### src/rtl/dbi_xcvr_pkg.sv
package dbi_xcvr_pkg;
  localparam logic [7:0] CMD_RD_ID     = 8'h04;
  localparam logic [7:0] CMD_RD_STATUS = 8'h09;
  localparam logic [7:0] CMD_RD_PWR    = 8'h0A;
  localparam int         SMALL_XFER    = 64;
  localparam logic [7:0] PWR_MASK      = 8'h7C;
  localparam logic [7:0] PWR_ACTIVE    = 8'h1C;

  typedef enum logic [1:0] {ST_IDLE, ST_CMD, ST_DATA, ST_END} xcvr_state_t;
endpackage

### src/rtl/dbi_byte_shift.sv
// One byte, serial mode 0, MSB first, half period from half_i.
module dbi_byte_shift #(
  parameter int HALF_W = 8
) (
  input  logic              clk_i,
  input  logic              rst_ni,
  input  logic              start_i,
  input  logic [HALF_W-1:0] half_i,
  input  logic [7:0]        tx_i,
  input  logic              miso_i,
  output logic              sck_o,
  output logic              mosi_o,
  output logic [7:0]        rx_o,
  output logic              done_o
);
  logic              active_q;
  logic [HALF_W-1:0] cnt_q;
  logic [2:0]        bit_q;
  logic [7:0]        tx_q, rx_q;

  always_ff @(posedge clk_i or negedge rst_ni) begin
    if (!rst_ni) begin
      active_q <= 1'b0;
      sck_o    <= 1'b0;
      cnt_q    <= '0;
      bit_q    <= '0;
      tx_q     <= '0;
      rx_q     <= '0;
      done_o   <= 1'b0;
    end else begin
      done_o <= 1'b0;
      if (start_i) begin
        active_q <= 1'b1;
        sck_o    <= 1'b0;
        cnt_q    <= '0;
        bit_q    <= '0;
        tx_q     <= tx_i;
      end else if (active_q) begin
        if (cnt_q == half_i - 1'b1) begin
          cnt_q <= '0;
          if (!sck_o) begin
            sck_o <= 1'b1;
            rx_q  <= {rx_q[6:0], miso_i};
          end else begin
            sck_o <= 1'b0;
            if (bit_q == 3'd7) begin
              active_q <= 1'b0;
              done_o   <= 1'b1;
            end else begin
              bit_q <= bit_q + 3'd1;
              tx_q  <= tx_q << 1;
            end
          end
        end else begin
          cnt_q <= cnt_q + 1'b1;
        end
      end
    end
  end

  assign mosi_o = tx_q[7];
  assign rx_o   = rx_q;
endmodule

### src/rtl/dbi_rx_align.sv
// Removes a one-bit dummy lead by combining adjacent raw bytes.
module dbi_rx_align (
  input  logic       clk_i,
  input  logic       rst_ni,
  input  logic       clear_i,
  input  logic       shift_i,
  input  logic       in_valid_i,
  input  logic [7:0] in_byte_i,
  output logic       out_valid_o,
  output logic [7:0] out_byte_o
);
  logic [7:0] prev_q;
  logic       have_q;

  always_ff @(posedge clk_i or negedge rst_ni) begin
    if (!rst_ni) begin
      prev_q      <= '0;
      have_q      <= 1'b0;
      out_valid_o <= 1'b0;
      out_byte_o  <= '0;
    end else begin
      out_valid_o <= 1'b0;
      if (clear_i) begin
        have_q <= 1'b0;
      end else if (in_valid_i) begin
        if (!shift_i) begin
          out_byte_o  <= in_byte_i;
          out_valid_o <= 1'b1;
        end else begin
          prev_q <= in_byte_i;
          have_q <= 1'b1;
          if (have_q) begin
            out_byte_o  <= 8'({prev_q, in_byte_i} >> 7);
            out_valid_o <= 1'b1;
          end
        end
      end
    end
  end
endmodule

### src/rtl/dbi_pwr_eval.sv
module dbi_pwr_eval
  import dbi_xcvr_pkg::*;
(
  input  logic       clk_i,
  input  logic       rst_ni,
  input  logic       upd_i,
  input  logic [7:0] byte_i,
  output logic       on_o
);
  always_ff @(posedge clk_i or negedge rst_ni) begin
    if (!rst_ni)    on_o <= 1'b0;
    else if (upd_i) on_o <= ((byte_i & PWR_MASK) == PWR_ACTIVE);
  end
endmodule

### src/rtl/dbi_spi_xcvr.sv
module dbi_spi_xcvr
  import dbi_xcvr_pkg::*;
#(
  parameter int CLK_HZ     = 250_000_000,
  parameter int MAX_SCK_HZ = 25_000_000,
  parameter int CMD_SCK_HZ = 10_000_000,
  parameter int RD_SCK_HZ  = 2_000_000,
  parameter int LEN_W      = 12
) (
  input  logic             clk_i,
  input  logic             rst_ni,
  input  logic             req_valid_i,
  output logic             req_ready_o,
  input  logic             req_read_i,
  input  logic [7:0]       req_cmd_i,
  input  logic [LEN_W-1:0] req_len_i,
  input  logic [7:0]       wr_data_i,
  output logic             wr_pop_o,
  output logic [7:0]       rd_data_o,
  output logic             rd_valid_o,
  output logic             done_o,
  output logic             err_o,
  output logic             disp_on_o,
  output logic             sck_o,
  output logic             mosi_o,
  input  logic             miso_i,
  output logic             cs_no,
  output logic             dc_o
);
  localparam int BULK_HALF = (CLK_HZ + 2*MAX_SCK_HZ - 1) / (2*MAX_SCK_HZ);
  localparam int CMD_LIM   = (CLK_HZ + 2*CMD_SCK_HZ - 1) / (2*CMD_SCK_HZ);
  localparam int RD_LIM    = (CLK_HZ + 2*RD_SCK_HZ - 1) / (2*RD_SCK_HZ);
  localparam int CMD_HALF  = (CMD_LIM > BULK_HALF) ? CMD_LIM : BULK_HALF;
  localparam int READ_HALF = (RD_LIM > 2*BULK_HALF) ? RD_LIM : 2*BULK_HALF;
  localparam int TOP_HALF  = (READ_HALF > CMD_HALF) ? READ_HALF : CMD_HALF;
  localparam int HALF_W    = $clog2(TOP_HALF + 1);

  xcvr_state_t       st_q;
  logic [LEN_W:0]    left_q;
  logic              is_rd_q, shift_q, is_pwr_q, big_q, clr_q;
  logic              sh_start_q, sh_done;
  logic [7:0]        sh_tx_q, sh_rx;
  logic [HALF_W-1:0] sh_half_q;
  logic              shift_cmd, bad_req, raw_valid;

  assign shift_cmd = (req_cmd_i == CMD_RD_ID) || (req_cmd_i == CMD_RD_STATUS);
  assign bad_req   = req_read_i && ((req_len_i == '0) ||
                     (shift_cmd && req_len_i != LEN_W'(3) && req_len_i != LEN_W'(4)));
  assign req_ready_o = (st_q == ST_IDLE);
  assign wr_pop_o  = !is_rd_q && sh_done && (left_q != '0) &&
                     ((st_q == ST_CMD) || (st_q == ST_DATA));
  assign raw_valid = is_rd_q && sh_done && (st_q == ST_DATA);

  always_ff @(posedge clk_i or negedge rst_ni) begin
    if (!rst_ni) begin
      st_q       <= ST_IDLE;
      left_q     <= '0;
      is_rd_q    <= 1'b0;
      shift_q    <= 1'b0;
      is_pwr_q   <= 1'b0;
      big_q      <= 1'b0;
      clr_q      <= 1'b0;
      sh_start_q <= 1'b0;
      sh_tx_q    <= '0;
      sh_half_q  <= HALF_W'(CMD_HALF);
      cs_no      <= 1'b1;
      dc_o       <= 1'b0;
      done_o     <= 1'b0;
      err_o      <= 1'b0;
    end else begin
      sh_start_q <= 1'b0;
      clr_q      <= 1'b0;
      done_o     <= 1'b0;
      err_o      <= 1'b0;
      unique case (st_q)
        ST_IDLE: if (req_valid_i) begin
          if (bad_req) begin
            done_o <= 1'b1;
            err_o  <= 1'b1;
          end else begin
            is_rd_q    <= req_read_i;
            shift_q    <= req_read_i && shift_cmd;
            is_pwr_q   <= req_read_i && (req_cmd_i == CMD_RD_PWR);
            big_q      <= req_len_i > LEN_W'(SMALL_XFER);
            left_q     <= {1'b0, req_len_i} + (LEN_W+1)'(req_read_i && shift_cmd);
            sh_tx_q    <= req_cmd_i;
            sh_half_q  <= req_read_i ? HALF_W'(READ_HALF) : HALF_W'(CMD_HALF);
            sh_start_q <= 1'b1;
            clr_q      <= 1'b1;
            cs_no      <= 1'b0;
            dc_o       <= 1'b0;
            st_q       <= ST_CMD;
          end
        end
        ST_CMD, ST_DATA: if (sh_done) begin
          if (left_q == '0) begin
            st_q <= ST_END;
          end else begin
            sh_start_q <= 1'b1;
            left_q     <= left_q - 1'b1;
            sh_tx_q    <= is_rd_q ? 8'h00 : wr_data_i;
            if (st_q == ST_CMD && !is_rd_q) begin
              dc_o      <= 1'b1;
              sh_half_q <= big_q ? HALF_W'(BULK_HALF) : HALF_W'(CMD_HALF);
            end
            st_q <= ST_DATA;
          end
        end
        ST_END: begin
          cs_no  <= 1'b1;
          dc_o   <= 1'b0;
          done_o <= 1'b1;
          st_q   <= ST_IDLE;
        end
        default: st_q <= ST_IDLE;
      endcase
    end
  end

  dbi_byte_shift #(.HALF_W(HALF_W)) u_shift (
    .clk_i   (clk_i),
    .rst_ni  (rst_ni),
    .start_i (sh_start_q),
    .half_i  (sh_half_q),
    .tx_i    (sh_tx_q),
    .miso_i  (miso_i),
    .sck_o   (sck_o),
    .mosi_o  (mosi_o),
    .rx_o    (sh_rx),
    .done_o  (sh_done)
  );

  dbi_rx_align u_align (
    .clk_i       (clk_i),
    .rst_ni      (rst_ni),
    .clear_i     (clr_q),
    .shift_i     (shift_q),
    .in_valid_i  (raw_valid),
    .in_byte_i   (sh_rx),
    .out_valid_o (rd_valid_o),
    .out_byte_o  (rd_data_o)
  );

  dbi_pwr_eval u_pwr (
    .clk_i  (clk_i),
    .rst_ni (rst_ni),
    .upd_i  (rd_valid_o && is_pwr_q),
    .byte_i (rd_data_o),
    .on_o   (disp_on_o)
  );
endmodule

### config.mk
export PLATFORM = sky130hd
export DESIGN_NAME = dbi_spi_xcvr
export DESIGN_NICKNAME = d
export VERILOG_FILES = /design/src/rtl/dbi_xcvr_pkg.sv /design/src/rtl/dbi_byte_shift.sv /design/src/rtl/dbi_rx_align.sv /design/src/rtl/dbi_pwr_eval.sv /design/src/rtl/dbi_spi_xcvr.sv
export SDC_FILE = /design/constraint.sdc
export NUM_CORES = 1
export LEC_CHECK = 0
export ABC_AREA = 0
export BUFFER_PORTS_ARGS = -buffer_cell sky130_fd_sc_hd__buf_2
export CAP_MARGIN = 20
export CORE_UTILIZATION = 53
export DETAILED_ROUTE_END_ITERATION = 10
export PLACE_DENSITY_LB_ADDON = 0.12
export SLEW_MARGIN = 30
export SYNTH_ARGS = -nofsm -noshare
export SYNTH_HDL_FRONTEND = slang
export SYNTH_SLANG_ARGS = --single-unit
### constraint.sdc
create_clock -name clk_i -period 2.03 [get_ports clk_i]
set_input_delay 0.203 -clock clk_i [delete_from_list [all_inputs] [get_ports clk_i]]
set_output_delay 0.203 -clock clk_i [all_outputs]
set_load 0.05 [all_outputs]
==> Word level (Yosys, flattened, before mapping) <==
Index checks and enable logic that the tools add are counted.
W data, S select, Z words.
{ "classes": {"n_addsub": 5, "magnitude_cmp": 1, "reduce_logical": 40, "mux": 77, "eq_ne": 18, "n_bitwise": 4} }
{ "op_table": {"columns": ["op", "n"], "rows": [
  ["$mux W8", 12],
  ["$mux W6", 9],
  ["$mux W13", 4],
  ["$mux W1", 35],
  ["$pmux W13 S2", 1],
  ["$eq A8 B4 Y1 const B", 2],
  ["$pmux W8 S2", 1],
  ["$mux W3", 5],
  ["$reduce_and A3 Y1", 5],
  ["$reduce_bool A2 Y1", 7],
  ["$add A12 B1 Y13", 1],
  ["$logic_not A13 Y1", 1],
  ["$reduce_bool A13 Y1", 1],
  ["$sub A13 B1 Y13 const B", 1],
  ["$gt A12 B7 Y1 const B", 1],
  ["$logic_and A1 B1 Y1", 12],
  ["$logic_not A12 Y1", 1],
  ["$ne A12 B2 Y1 const B", 1],
  ["$ne A12 B3 Y1 const B", 1],
  ["$pmux W6 S2", 1],
  ["$ne A2 B2 Y1 const B", 5],
  ["$reduce_and A5 Y1", 2],
  ["$eq A8 B3 Y1 const B", 1],
  ["$reduce_and A4 Y1", 2],
  ["21 further kinds", 33]
]} }
{ "word_totals": {"in_bits": 33, "ff_bits": 85, "output_inout_bits": 18} }

==> Depth between registers and ports, before layout <==
{ "logic_depth": {"ltp_word": 9, "depth_mapped": 11} }

==> Hierarchy <==
Synthesis repeated with hierarchy kept, for this count alone.
{ "hier_totals": {"cells_unflattened": 468, "area_unflattened_um2": 4635.7} }
{ "modules_own_cells": {"columns": ["module", "cells_each", "instances", "seq_area_each_um2", "area_each_um2"], "rows": [
  ["dbi_spi_xcvr", 269, 1, 878.3, 2349.8],
  ["dbi_byte_shift", 149, 1, 700.7, 1497.7],
  ["dbi_rx_align", 46, 1, 425.4, 738.2],
  ["dbi_pwr_eval", 4, 1, 25.0, 50.0]
]} }

==> Worst setup path before layout <==
Ideal clock, no wire load.
{ "synth_timing": {"path_kind": "register to output", "from": "register st_q[0]", "to": "output port wr_pop_o", "n_path_buf": 1, "arrival_ps": 2333, "required_time_ps": 1827, "slack_ps": -506, "stages_incl_launch_ff": 6, "cell_sequence": "dfrtp_1 inv_1 ha_1 clkbuf_1 o21ai_1 nor3_1"} }
{ "synth_via": {"elab_chain_len": 3, "word_cells_on_any_way": 4, "cone_classes": "eq/ne (2); reduce/logical (2)"} }
{ "synth_lines": {"columns": ["item", "line_no", "source"], "rows": [
  ["start, declared", "dbi_spi_xcvr.sv:38", "xcvr_state_t st_q;"],
  ["start signal, assigned", "dbi_spi_xcvr.sv:56", "st_q <= ST_IDLE;"],
  ["start signal, assigned", "dbi_spi_xcvr.sv:92", "st_q <= ST_CMD;"],
  ["start signal, assigned", "dbi_spi_xcvr.sv:97", "st_q <= ST_END;"],
  ["$eq A2 B1 Y1 / $eq A2 B2 Y1 (equally long branches)", "dbi_spi_xcvr.sv:51", "((st_q == ST_CMD) || (st_q == ST_DATA));"],
  ["$logic_or A1 B1 Y1 (*)", "dbi_spi_xcvr.sv:51", null],
  ["$logic_and A1 B1 Y1 (*)", "dbi_spi_xcvr.sv:50", "assign wr_pop_o = !is_rd_q && sh_done && (left_q != '0) &&"],
  ["end, declared", "dbi_spi_xcvr.sv:18", "output logic wr_pop_o,"]
]} }
Every way passes the cells marked *; elsewhere a longest branch is shown, timed or not.

==> Final worst setup path <==
{ "layout_timing": {"from": "register left_q[0]", "to": "output port wr_pop_o"} }
{ "layout_via": {"elab_chain_len": 3} }
{ "layout_lines": {"columns": ["item", "line_no", "source"], "rows": [
  ["start, declared", "dbi_spi_xcvr.sv:39", "logic [LEN_W:0] left_q;"],
  ["start signal, assigned", "dbi_spi_xcvr.sv:85", "left_q <= {1'b0, req_len_i} + (LEN_W+1)'(req_read_i && shift_cmd);"],
  ["start signal, assigned", "dbi_spi_xcvr.sv:100", "left_q <= left_q - 1'b1;"],
  ["$reduce_bool A13 Y1", "dbi_spi_xcvr.sv:50", null],
  ["$logic_and A1 B1 Y1 (2 in series)", "dbi_spi_xcvr.sv:50", null]
]} }
Every way passes these cells.

==> results.txt <==
Status - complete, but fails checks
Failing checks - negative setup slack
Maximum clock insertion buffer count - 2
Top_reg_cell synth - dfrtp_1
Chip height - 92.29 um
Share of the synthesized area in the top cell type - 45.76%
Number of flops mapped to enable cells by yosys - 0
Initial Util - 55.34%
Tmin final - 2.202 ns
Clk_lat worst skew - 0.36 ns
Critical Path AT - 2.00 ns
Sink Count - 81
Worst min-delay path class - in2reg
Setup CP Type - reg2out
Die area - 8517 um^2
Fillers - 515
Cell taking the most area after synthesis - dfrtp_1
Synth Area in Adders - 2.896%
Largest family of logic cells by synthesized area - simple AND/OR/NAND/NOR gates
Port Buffers - 50
Setup_tns - -2.998 ns
HPWL Detailed - 8036 um
Final std cells w/o fill - 669
DR DRC count - 0
Clock Root Buffer - clkbuf_8
Post-synthesis sequential area ratio - 46.97%
Fin. Hold Viols - 0
Yosys warnings - 0
Fin. max-slew vios - 0
Initial drt markers - 147
Leakage - 0.002762 uW
Mux contribution to synthesized area - 11.15%
#FFs+latches synth - 81
Mapped Nets - 463
Compound-Gate Fraction of Synth Area - 15.18%
Most frequent cells in the layout - buf_4, dfrtp_1, buf_2
Gr usage total - 27.37%
Largest net degree at the start of global routing - 35
Most area-consuming cells after synthesis - dfrtp_1, mux2_2, mux2i_1, o21ai_0, nand2_1
Final wirelength - 11890 um
Die X - 92.29 um
Row cnt - 32
CP required - 1.83 ns
Fin crit share - 108.5%
H-tree depth - 3
Ys async rst share - 100.0%
Final GP Congestion - 0.9144
Placed cell area - 5286 um^2
XOR/XNOR share of the synthesized area - 3.041%
Max cap viols - 0
Detailed Routing Iterations Pass 1 - 5
CTS Buf Count - 9
Clk_skew - 0.008546 ns
Layout cells sized above 1 - 45.86%
Clock-pin transition on the worst setup and hold timing paths - 0.09 ns
CP Capture Type - output pin
Worst Setup Slack, final - -0.1723 ns
Final instance area - 6023 um^2
Register area - 2029 um^2
Core Box Area - 7807 um^2
First-pass GRT wire length - 17730 um
Peak supply drop - 0.6838 mV
WL per Instance - 17.77 um
Vias per cell - 5.807
Worst-path fanout max - 5
TritonCTS clock tree - yes
Hold slack - 0.08365 ns
Layout area overhead - 39.42%
Worst Max-Slew Pin Slew - 0.4845 ns
I/O Pins - 51
Simple-gate share of the synthesized area - 17.58%
Most common cell after layout, fill and taps aside - buf_4
Diode count - 0
Crit path launch type - register
Rel. slew slack - 67.58%
Cell Pwr Density - 1178 nW/um^2
Layout Nets - 605
Remaining antenna violation count - 0
RSZ-0062 raised after global routing - yes
Netlist cell types - 71
Via count - 3885
Vias in the first global route - 3727
Gr ovfl total - 0
Avg Inst Size Synth - 10.29 um^2
Initial antenna violation count - 0
Area of the multi-input gates - 2511 um^2
Cell count after synthesis - 420
Post-synthesis cell area - 4320 um^2
Final setup violation count - 33
Fmax - 0.4541 GHz
Inst Count DP - 633
state kept, by name, summed over array words and instances, names as in the netlist, 2 cells and up:
| signal | flops |
|---|---|
| left_q | 13 |
| u_shift.tx_q | 8 |
| u_shift.bit_q | 3 |
| u_align.prev_q | 7 |
| u_shift.cnt_q | 6 |
| sh_tx_q | 8 |
| st_q | 2 |
| u_align.out_byte_o | 8 |
| sh_half_q | 2 |
| u_shift.rx_o | 8 |
final cells by class:
class | count | share of cell area [%]
repair buffers | 148 | 18.47
clock buffers | 10 | 2.285
well taps | 102 | 2.119
multi-input cells | 307 | 41.69
flip-flops and latches | 81 | 33.69
clock inverters | 6 | 0.8101
inverters | 15 | 0.9348
path summary, 6_finish.rpt:
kind                                            start                     endpoint  slack [ns]  depth (start not counted)
worst max-delay path            left_q[0]$_DFFE_PN0P_                     wr_pop_o       -0.17                          8
worst min-delay path                           miso_i  u_shift.rx_o[0]$_DFFE_PN0P_        0.08                          2
worst max register to register  left_q[0]$_DFFE_PN0P_       sh_tx_q[1]$_DFFE_PN0P_       -0.13                         10
worst min register to register        clr_q$_DFF_PN0_   u_align.have_q$_DFFE_PN0P_        0.49                          1
max in group asynchronous                      rst_ni        left_q[8]$_DFFE_PN0P_        1.07                          3
min in group asynchronous                      rst_ni  u_shift.tx_q[6]$_DFFE_PN0P_        0.33                          2
cell usage after synthesis (3+ instances only):
cell type and instances:
or2_2 4, or4_1 5, nor3_1 8, nor2_1 37, nand4b_1 6, o31ai_1 3, clkbuf_1 12, a221oi_1 3
inv_1 15, nand2b_1 6, nor4b_1 3, xnor2_1 9, ha_1 10, nand3_1 10, o21ai_0 28, a22o_1 6
dfrtp_1 79, nand4_1 3, xor2_1 6, mux2i_1 20, nor4_1 5, nand2_1 37, mux2_2 25, or3_1 3
a21oi_1 18
stage by stage:
stage	total power, uW	util, %	setup slack (ns)
2_1_floorplan	4095	-	-0.1287
3_3_place_gp	5060	67.71	-0.4164
3_5_place_dp	5164	67.71	-0.5380
4_1_cts	6549	72.24	-0.1234
5_1_grt	7457	77.15	-0.2294
6_report	7094	77.15	-0.1723
kinds of logic after synthesis:
logic type                 Yosys count
muxes                               45
buffers and inverters               32
adders and majority gates           10
AOI/OAI and AO/OA                   92
xor gates and xnor gates            15
DFF                                 81
and+or+nand+nor                    145
routing by layer:
layer	up-vias	track usage [%]	share of wire, %
li1	1816	-	-
met1	1908	33.44	41
met2	135	47.57	52
met3	26	5.141	4.7
met4	0	10.94	2.8
met5	-	0	0
power by group:
part | switching, uW | internal (uW) | total (uW) | leakage, uW
clock network | 659 | 489 | 1150 | 0.0000855
registers | 363 | 2030 | 2390 | 0.00105
logic | 1780 | 1770 | 3550 | 0.00163
worst max-delay path, cell delays in order (launching register included):
cell	delay (ns)
dfrtp_1	0.41
inv_2	0.09
ha_4	0.15
nor4b_4	0.27
nand4b_1	0.21
o21ai_1	0.17
buf_4	0.14
nor3_2	0.04
buf_6	0.16
what timing repair did:
action / CTS / global route
pin swaps: 5 / 39
setup endpoints to repair: 42 / 43
buffers inserted: 11 / 10
hold endpoints to repair: 31 / 0
hold buffers: 1 / 0
cloned: 0 / 1
resized for setup: 26 / 74
No activity file was read; power rests on OpenSTA's default activity.
